==> src/rtl/seq_pkg.sv <==
package seq_pkg;
  localparam int NCH    = 8;
  localparam int WORD_W = 16;
  localparam int CH_TRIG = 0;

  // control word fields, MSB first
  typedef struct packed {
    logic            trig_en;   // 13
    logic            snk_go;    // 12
    logic            snk_rst;   // 11
    logic            cyclic;    // 10
    logic            src_go;    // 9
    logic            src_rst;   // 8
    logic [NCH-1:0]  chan_en;   // 7:0
  } ctl_t;

  localparam int CTL_W = $bits(ctl_t);
endpackage

==> src/rtl/seq_regs.sv <==
module seq_regs
  import seq_pkg::*;
#(
  parameter int ADDR_W = 8
) (
  input  logic               clk,
  input  logic               rst_n,
  input  logic               wr_ctl,
  input  logic               wr_end,
  input  logic [WORD_W-1:0]  wdata,
  output ctl_t               ctl,
  output logic [ADDR_W-1:0]  end_addr,
  output logic               src_go_pulse,
  output logic               snk_go_pulse
);
  logic src_go_prev, snk_go_prev;

  always_ff @(posedge clk) begin
    if (!rst_n) begin
      ctl         <= '0;
      end_addr    <= '0;
      src_go_prev <= 1'b0;
      snk_go_prev <= 1'b0;
    end else begin
      if (wr_ctl) ctl <= ctl_t'(wdata[CTL_W-1:0]);
      if (wr_end) end_addr <= wdata[ADDR_W-1:0];
      src_go_prev <= ctl.src_go;
      snk_go_prev <= ctl.snk_go;
    end
  end

  // start commands act on a 0->1 change of the stored bit only
  assign src_go_pulse = ctl.src_go & ~src_go_prev;
  assign snk_go_pulse = ctl.snk_go & ~snk_go_prev;
endmodule

==> src/rtl/seq_mem.sv <==
module seq_mem
  import seq_pkg::*;
#(
  parameter int ADDR_W = 8
) (
  input  logic               clk,
  input  logic               host_we,
  input  logic [ADDR_W-1:0]  host_idx,
  input  logic [WORD_W-1:0]  host_wdata,
  output logic [WORD_W-1:0]  host_word,
  input  logic [ADDR_W-1:0]  play_idx,
  output logic [NCH-1:0]     play_byte,
  input  logic               cap_we,
  input  logic [ADDR_W-1:0]  cap_idx,
  input  logic [NCH-1:0]     cap_byte
);
  localparam int DEPTH = 1 << ADDR_W;

  logic [NCH-1:0] src_mem [DEPTH];
  logic [NCH-1:0] snk_mem [DEPTH];

  // no reset: contents are undefined until written
  always_ff @(posedge clk) begin
    if (host_we) src_mem[host_idx] <= host_wdata[NCH-1:0];
    if (cap_we) snk_mem[cap_idx] <= cap_byte;
    else if (host_we) snk_mem[host_idx] <= host_wdata[WORD_W-1:NCH];
  end

  assign host_word = {snk_mem[host_idx], src_mem[host_idx]};
  assign play_byte = src_mem[play_idx];
endmodule

==> src/rtl/seq_player.sv <==
module seq_player
  import seq_pkg::*;
#(
  parameter int ADDR_W = 8
) (
  input  logic               clk,
  input  logic               rst_n,
  input  logic               start,
  input  logic               hold_rst,
  input  logic               cyclic,
  input  logic [ADDR_W-1:0]  last,
  input  logic [NCH-1:0]     chan_en,
  input  logic [NCH-1:0]     rd_byte,
  output logic [ADDR_W-1:0]  rd_idx,
  output logic               busy,
  output logic [NCH-1:0]     sig_out
);
  function automatic logic at_last(input logic [ADDR_W-1:0] a, input logic [ADDR_W-1:0] l);
    return a >= l;
  endfunction

  always_ff @(posedge clk) begin
    if (!rst_n || hold_rst) begin
      busy    <= 1'b0;
      rd_idx  <= '0;
      sig_out <= '0;
    end else begin
      sig_out <= busy ? (rd_byte & chan_en) : '0;
      if (start) begin
        busy   <= 1'b1;
        rd_idx <= '0;
      end else if (busy) begin
        if (at_last(rd_idx, last)) begin
          if (cyclic) rd_idx <= '0;
          else        busy   <= 1'b0;
        end else begin
          rd_idx <= rd_idx + 1'b1;
        end
      end
    end
  end
endmodule

==> src/rtl/seq_recorder.sv <==
module seq_recorder
  import seq_pkg::*;
#(
  parameter int ADDR_W = 8
) (
  input  logic               clk,
  input  logic               rst_n,
  input  logic               start_cmd,
  input  logic               hold_rst,
  input  logic               trig_en,
  input  logic [ADDR_W-1:0]  last,
  input  logic [NCH-1:0]     live_in,
  output logic               wr_en,
  output logic [ADDR_W-1:0]  wr_idx,
  output logic               busy,
  output logic               trig_start
);
  logic trig_prev;
  logic start;

  function automatic logic at_last(input logic [ADDR_W-1:0] a, input logic [ADDR_W-1:0] l);
    return a >= l;
  endfunction

  assign trig_start = trig_en & live_in[CH_TRIG] & ~trig_prev & ~busy;
  assign start      = start_cmd | trig_start;
  assign wr_en      = busy & ~hold_rst;

  always_ff @(posedge clk) begin
    if (!rst_n) begin
      trig_prev <= 1'b0;
      busy      <= 1'b0;
      wr_idx    <= '0;
    end else begin
      trig_prev <= live_in[CH_TRIG];
      if (hold_rst) begin
        busy   <= 1'b0;
        wr_idx <= '0;
      end else if (start) begin
        busy   <= 1'b1;
        wr_idx <= '0;
      end else if (busy) begin
        if (at_last(wr_idx, last)) busy   <= 1'b0;
        else                       wr_idx <= wr_idx + 1'b1;
      end
    end
  end
endmodule

==> src/rtl/pattern_sequencer.sv <==
module pattern_sequencer
  import seq_pkg::*;
#(
  parameter int ADDR_W = 8
) (
  input  logic               clk,
  input  logic               rst_n,
  input  logic               host_en,
  input  logic               host_we,
  input  logic [ADDR_W:0]    host_addr,
  input  logic [15:0]        host_wdata,
  output logic [15:0]        host_rdata,
  input  logic [7:0]         live_in,
  output logic [7:0]         sig_out,
  output logic               src_busy,
  output logic               snk_busy
);
  localparam int PAD_W = WORD_W - ADDR_W;
  localparam int CPAD  = WORD_W - CTL_W;

  logic              mem_sel, wr_ctl, wr_end, mem_we;
  logic [ADDR_W-1:0] host_idx;
  ctl_t              ctl;
  logic [ADDR_W-1:0] end_addr;
  logic              src_go_pulse, snk_go_pulse;
  logic              src_start, snk_start, trig_start;
  logic [ADDR_W-1:0] play_addr, cap_addr;
  logic [NCH-1:0]    play_byte;
  logic              cap_we;
  logic [WORD_W-1:0] mem_word;

  assign mem_sel  = host_addr[ADDR_W];
  assign host_idx = host_addr[ADDR_W-1:0];
  assign wr_ctl   = host_en & host_we & ~mem_sel & ~host_addr[0];
  assign wr_end   = host_en & host_we & ~mem_sel &  host_addr[0];
  // capture owns the sink byte: the port masks host writes to it while capturing
  assign mem_we   = host_en & host_we & mem_sel;

  assign src_start = src_go_pulse | snk_go_pulse;
  assign snk_start = snk_go_pulse;

  seq_regs #(.ADDR_W(ADDR_W)) u_regs (
    .clk(clk), .rst_n(rst_n), .wr_ctl(wr_ctl), .wr_end(wr_end), .wdata(host_wdata),
    .ctl(ctl), .end_addr(end_addr), .src_go_pulse(src_go_pulse), .snk_go_pulse(snk_go_pulse)
  );

  seq_mem #(.ADDR_W(ADDR_W)) u_mem (
    .clk(clk), .host_we(mem_we), .host_idx(host_idx), .host_wdata(host_wdata),
    .host_word(mem_word), .play_idx(play_addr), .play_byte(play_byte),
    .cap_we(cap_we), .cap_idx(cap_addr), .cap_byte(live_in)
  );

  seq_player #(.ADDR_W(ADDR_W)) u_player (
    .clk(clk), .rst_n(rst_n), .start(src_start), .hold_rst(ctl.src_rst),
    .cyclic(ctl.cyclic), .last(end_addr), .chan_en(ctl.chan_en), .rd_byte(play_byte),
    .rd_idx(play_addr), .busy(src_busy), .sig_out(sig_out)
  );

  seq_recorder #(.ADDR_W(ADDR_W)) u_recorder (
    .clk(clk), .rst_n(rst_n), .start_cmd(snk_start), .hold_rst(ctl.snk_rst),
    .trig_en(ctl.trig_en), .last(end_addr), .live_in(live_in), .wr_en(cap_we),
    .wr_idx(cap_addr), .busy(snk_busy), .trig_start(trig_start)
  );

  always_ff @(posedge clk) begin
    if (!rst_n) begin
      host_rdata <= '0;
    end else if (host_en && !host_we) begin
      if (mem_sel)           host_rdata <= mem_word;
      else if (host_addr[0]) host_rdata <= {{PAD_W{1'b0}}, end_addr};
      else                   host_rdata <= {{CPAD{1'b0}}, ctl};
    end
  end
endmodule

==> config.mk <==
export PLATFORM = sky130hd
export DESIGN_NAME = pattern_sequencer
export DESIGN_NICKNAME = d
export VERILOG_FILES = /design/src/rtl/seq_pkg.sv /design/src/rtl/seq_regs.sv /design/src/rtl/seq_mem.sv /design/src/rtl/seq_player.sv /design/src/rtl/seq_recorder.sv /design/src/rtl/pattern_sequencer.sv
export SDC_FILE = /design/constraint.sdc
export NUM_CORES = 2
export LEC_CHECK = 0
export BUFFER_PORTS_ARGS = -buffer_cell sky130_fd_sc_hd__buf_2
export CORE_MARGIN = 2
export CORE_UTILIZATION = 45
export CTS_CLUSTER_DIAMETER = 120
export CTS_CLUSTER_SIZE = 40
export DETAILED_ROUTE_END_ITERATION = 8
export PLACE_DENSITY_LB_ADDON = 0.15
export SETUP_SLACK_MARGIN = 0.05
export SYNTH_ARGS = -nofsm -noshare
export SYNTH_HDL_FRONTEND = slang
export SYNTH_SLANG_ARGS = --single-unit
==> constraint.sdc <==
create_clock -name clk -period 8.4 [get_ports clk]
set_input_delay 1.68 -clock clk [delete_from_list [all_inputs] [get_ports clk]]
set_output_delay 1.68 -clock clk [all_outputs]
set_load 0.01 [all_outputs]
==> impl_metrics.env <==
export IMPL_clk_insertion_delay_late_ns=0.99
export IMPL_yosys_mux_area_fraction=0.227
export IMPL_drt_total_wl_um=601000
export IMPL_finalCritPeriodShare=0.691
export IMPL_final_fill_count=32000
export IMPL_syn_instance_count=8703
export IMPL_final_max_slew_violation_count=1
export IMPL_min_period_ns=5.81
export IMPL_antenna_violating_nets_post_route=0
export IMPL_io_pin_count=63
export IMPL_post_synth_instance_area_um2=178000
export IMPL_share_of_the_yosys_chip_area_belonging_to_registers=0.698
export IMPL_mostFrequentLayoutCells="4096 x sky130_fd_sc_hd__edfxtp_1, 1667 x sky130_fd_sc_hd__mux4_2, 628 x sky130_fd_sc_hd__nor2_1"
export IMPL_synth_warnings=0
export IMPL_ys_ff_latch=4171
export IMPL_num_rows=231
export IMPL_tns_ns=0
export IMPL_worst_setup_path_end_kind="register"
export IMPL_timing_fmax_mhz=172
export IMPL_floorplan_initialDensity=0.451
export IMPL_drive_gt1_frac=0.263
export IMPL_synth_edf_count=4096
export IMPL_antenna_found_initial=39
export IMPL_grt_use_total=0.297
export IMPL_cts_buffers=137
export IMPL_worst_setup_path_start_kind="primary input"
export IMPL_dr_first_iter_drc_count=15400
export IMPL_postSynthNetCount=8758
export IMPL_cts_buffer_depth=4
export IMPL_ctsHtreeMaxLevel=4
export IMPL_grt_pass1_wl_um=812000
export IMPL_post_synth_num_cell_types=79
export IMPL_arrival_ns=6.71
export IMPL_post_cts_hold_buffer_count=0
export IMPL_io_buffer_count=62
export IMPL_dp_hpwl_um=392000
export IMPL_detail_route_wl_per_cell_um=43.3
export IMPL_tritoncts="yes"
export IMPL_synth_top_family_by_area="multiplexers"
export IMPL_failed_checks="capacitance limit, slew limit"
export IMPL_async_reset_ff_frac=0
export IMPL_fin_worst_hold_slack_ns=0.470
export IMPL_max_slew_worst_pin_slew_ns=1.50
export IMPL_crit_fanout=24
export IMPL_synth_top_cell_area_share=0.690
export IMPL_max_cap_violations=2
export IMPL_final_common_cell="sky130_fd_sc_hd__edfxtp_1"
export IMPL_grt_start_max_net_pins=181
export IMPL_synth_top_flop_cell="sky130_fd_sc_hd__edfxtp_1"
export IMPL_finalWeightedCongestion=1.01
export IMPL_vertical_die_dimension_um=634
export IMPL_clock_transition_at_the_registers_of_the_reported_paths_ns=0.13
export IMPL_avgSynthCellArea_um2=20.5
export IMPL_globalRouteOverflowTotal=0
export IMPL_detail_route_drc_violations=0
export IMPL_via_count=95700
export IMPL_clock_skew_ns=0.100
export IMPL_yosys_area_share_xor_xnor=0.000491
export IMPL_criticalPathCategory="in2reg"
export IMPL_yosysTopAreaCell="sky130_fd_sc_hd__edfxtp_1"
export IMPL_hold_viol_final=0
export IMPL_synth_top_cells_by_area="sky130_fd_sc_hd__edfxtp_1 69%, sky130_fd_sc_hd__mux4_2 21%, sky130_fd_sc_hd__mux2i_1 1.5%"
export IMPL_timing_hold_worst_class="reg2reg"
export IMPL_core_area_um2=395000
export IMPL_synth_compound_area_frac=0.0252
export IMPL_setup_viol=0
export IMPL_rsz0062_at_grt="false"
export IMPL_vdd_drop_max_mv=0.270
export IMPL_cp_data_required_time_ns=9.30
export IMPL_max_slew_margin_rel=-0.00811
export IMPL_post_cts_resize_count=0
export IMPL_nNetsFinal=8604
export IMPL_number_of_global_route_vias_before_repair=94100
export IMPL_post_synth_fa_ha_maj_area_fraction=0.00126
export IMPL_cts_root_buf="sky130_fd_sc_hd__clkbuf_16"
export IMPL_routed_via_density=6.89
export IMPL_layout_area_overhead_vs_synth_pct=6.17
export IMPL_run_status="finished, violations left"
export IMPL_leakage_nw=55.3
export IMPL_power_per_cell_area_nw_per_um2=187
export IMPL_post_cts_buffers=0
export IMPL_yosys_area_share_simple=0.0296
export IMPL_detailedRoute_firstPassIterationCount=6
export IMPL_die_area_um2=401000
export IMPL_die_x_um=634
export IMPL_cts_sink_count=4171
-- sequential cells by signal, indices dropped and copies added, names as in the netlist, named ones only --
register              count
u_mem.snk_mem          2048
u_mem.src_mem          2048
host_rdata               16
u_regs.ctl               14
u_player.rd_idx           8
u_player.sig_out          8
u_recorder.wr_idx         8
u_regs.end_addr           8
u_player.busy             1
u_recorder.busy           1
u_recorder.trig_prev      1
u_regs.snk_go_prev        1
u_regs.src_go_prev        1
-- cell usage after synthesis (all sizes together), types with 13 or more instances --
cell type	number
dfxtp	75
a22o	13
nand4	29
a32oi	13
nor2b	26
nor2	643
o211ai	21
nand2	350
edfxtp	4096
mux2i	261
clkbuf	225
mux2	23
a22oi	202
nand3	84
mux4	1670
inv	15
o21ai	88
a211oi	22
nor3	49
o22ai	31
nand2b	19
a31oi	20
ha	18
and2	15
buf	386
a221oi	29
a21oi	137
nor4	13
-- through the flow --
| stage | power, W | utilization | setup WS [ns] | cell area [um^2] | instances |
|---|---|---|---|---|---|
| 3_3_place_gp | 0.0258 | 0.468 | 1.98 | 185000 | 13700 |
| 6_report | 0.0354 | 0.479 | 2.59 | 189000 | 13900 |
| 3_5_place_dp | 0.0258 | 0.468 | 1.91 | 185000 | 13700 |
| 5_1_grt | 0.0361 | 0.479 | 2.70 | 189000 | 13900 |
| 2_1_floorplan | 0.0247 | - | 1.74 | 178000 | 8703 |
| 4_1_cts | 0.0354 | 0.479 | 2.92 | 189000 | 13900 |
-- metal layers --
layer / global-route usage / share of wire / vias up
met2: 0.465 / 0.47 / 5904
met1: 0.398 / 0.37 / 52400
met4: 0.142 / 0.056 / 20
met3: 0.0645 / 0.10 / 988
li1: - / - / 36400
met5: 0 / 0.00021 / -
-- power breakdown --
group / total (W) / switching [W] / internal (W)
clock: 0.00997 / 0.00652 / 0.00345
sequential: 0.0229 / 0.0000246 / 0.0229
combinational: 0.00245 / 0.00172 / 0.000728
-- area by class of cell --
class / count / area (um^2) / area share
clock buffer: 159 / 3640 / 0.0192
inverter: 17 / 73.8 / 0.000390
clock inverter: 52 / 742 / 0.00392
multi-input combinational: 3904 / 50900 / 0.269
tap: 5242 / 6560 / 0.0346
sequential: 4171 / 125000 / 0.658
timing repair buffer: 318 / 2900 / 0.0153
antenna: 23 / 57.6 / 0.000304
-- critical path: stages --
cell and delay (ns):
sky130_fd_sc_hd__buf_4 0.25, sky130_fd_sc_hd__buf_4 0.43, sky130_fd_sc_hd__nor2b_1 1.18, sky130_fd_sc_hd__nand2_1 0.96, sky130_fd_sc_hd__nor2_1 1.03, sky130_fd_sc_hd__nand2_1 0.17
sky130_fd_sc_hd__o21ai_0 0.31, sky130_fd_sc_hd__nor4_1 0.23, sky130_fd_sc_hd__a41o_1 0.27, sky130_fd_sc_hd__o21ai_1 0.06
-- cell families (layout without fill, tap and decap cells) --
logic type / count (synthesis) / after routing
flops: 4171 / 4171
mux: 1954 / 1954
simple gates: 1264 / 1264
compound gates: 658 / 658
buf+inv: 628 / 546
fa+ha+maj: 18 / 18
xor+xnor: 10 / 10
other cells: 0 / 23
-- final timing paths --
path | from | endpoint | slack [ns] | cells past startpoint
max | host_addr[5] | host_rdata[0]$_SDFFE_PN0P_ | 2.59 | 10
min | u_regs.end_addr[3]$_SDFFE_PN0P_ | u_regs.end_addr[3]$_SDFFE_PN0P_ | 0.47 | 2
max reg2reg | register | u_player.sig_out[1]$_SDFF_PP0_ | 3.63 | 8
min reg2reg | u_regs.end_addr[3]$_SDFFE_PN0P_ | u_regs.end_addr[3]$_SDFFE_PN0P_ | 0.47 | 2
Note: power is estimated with default switching activity, not from simulation.
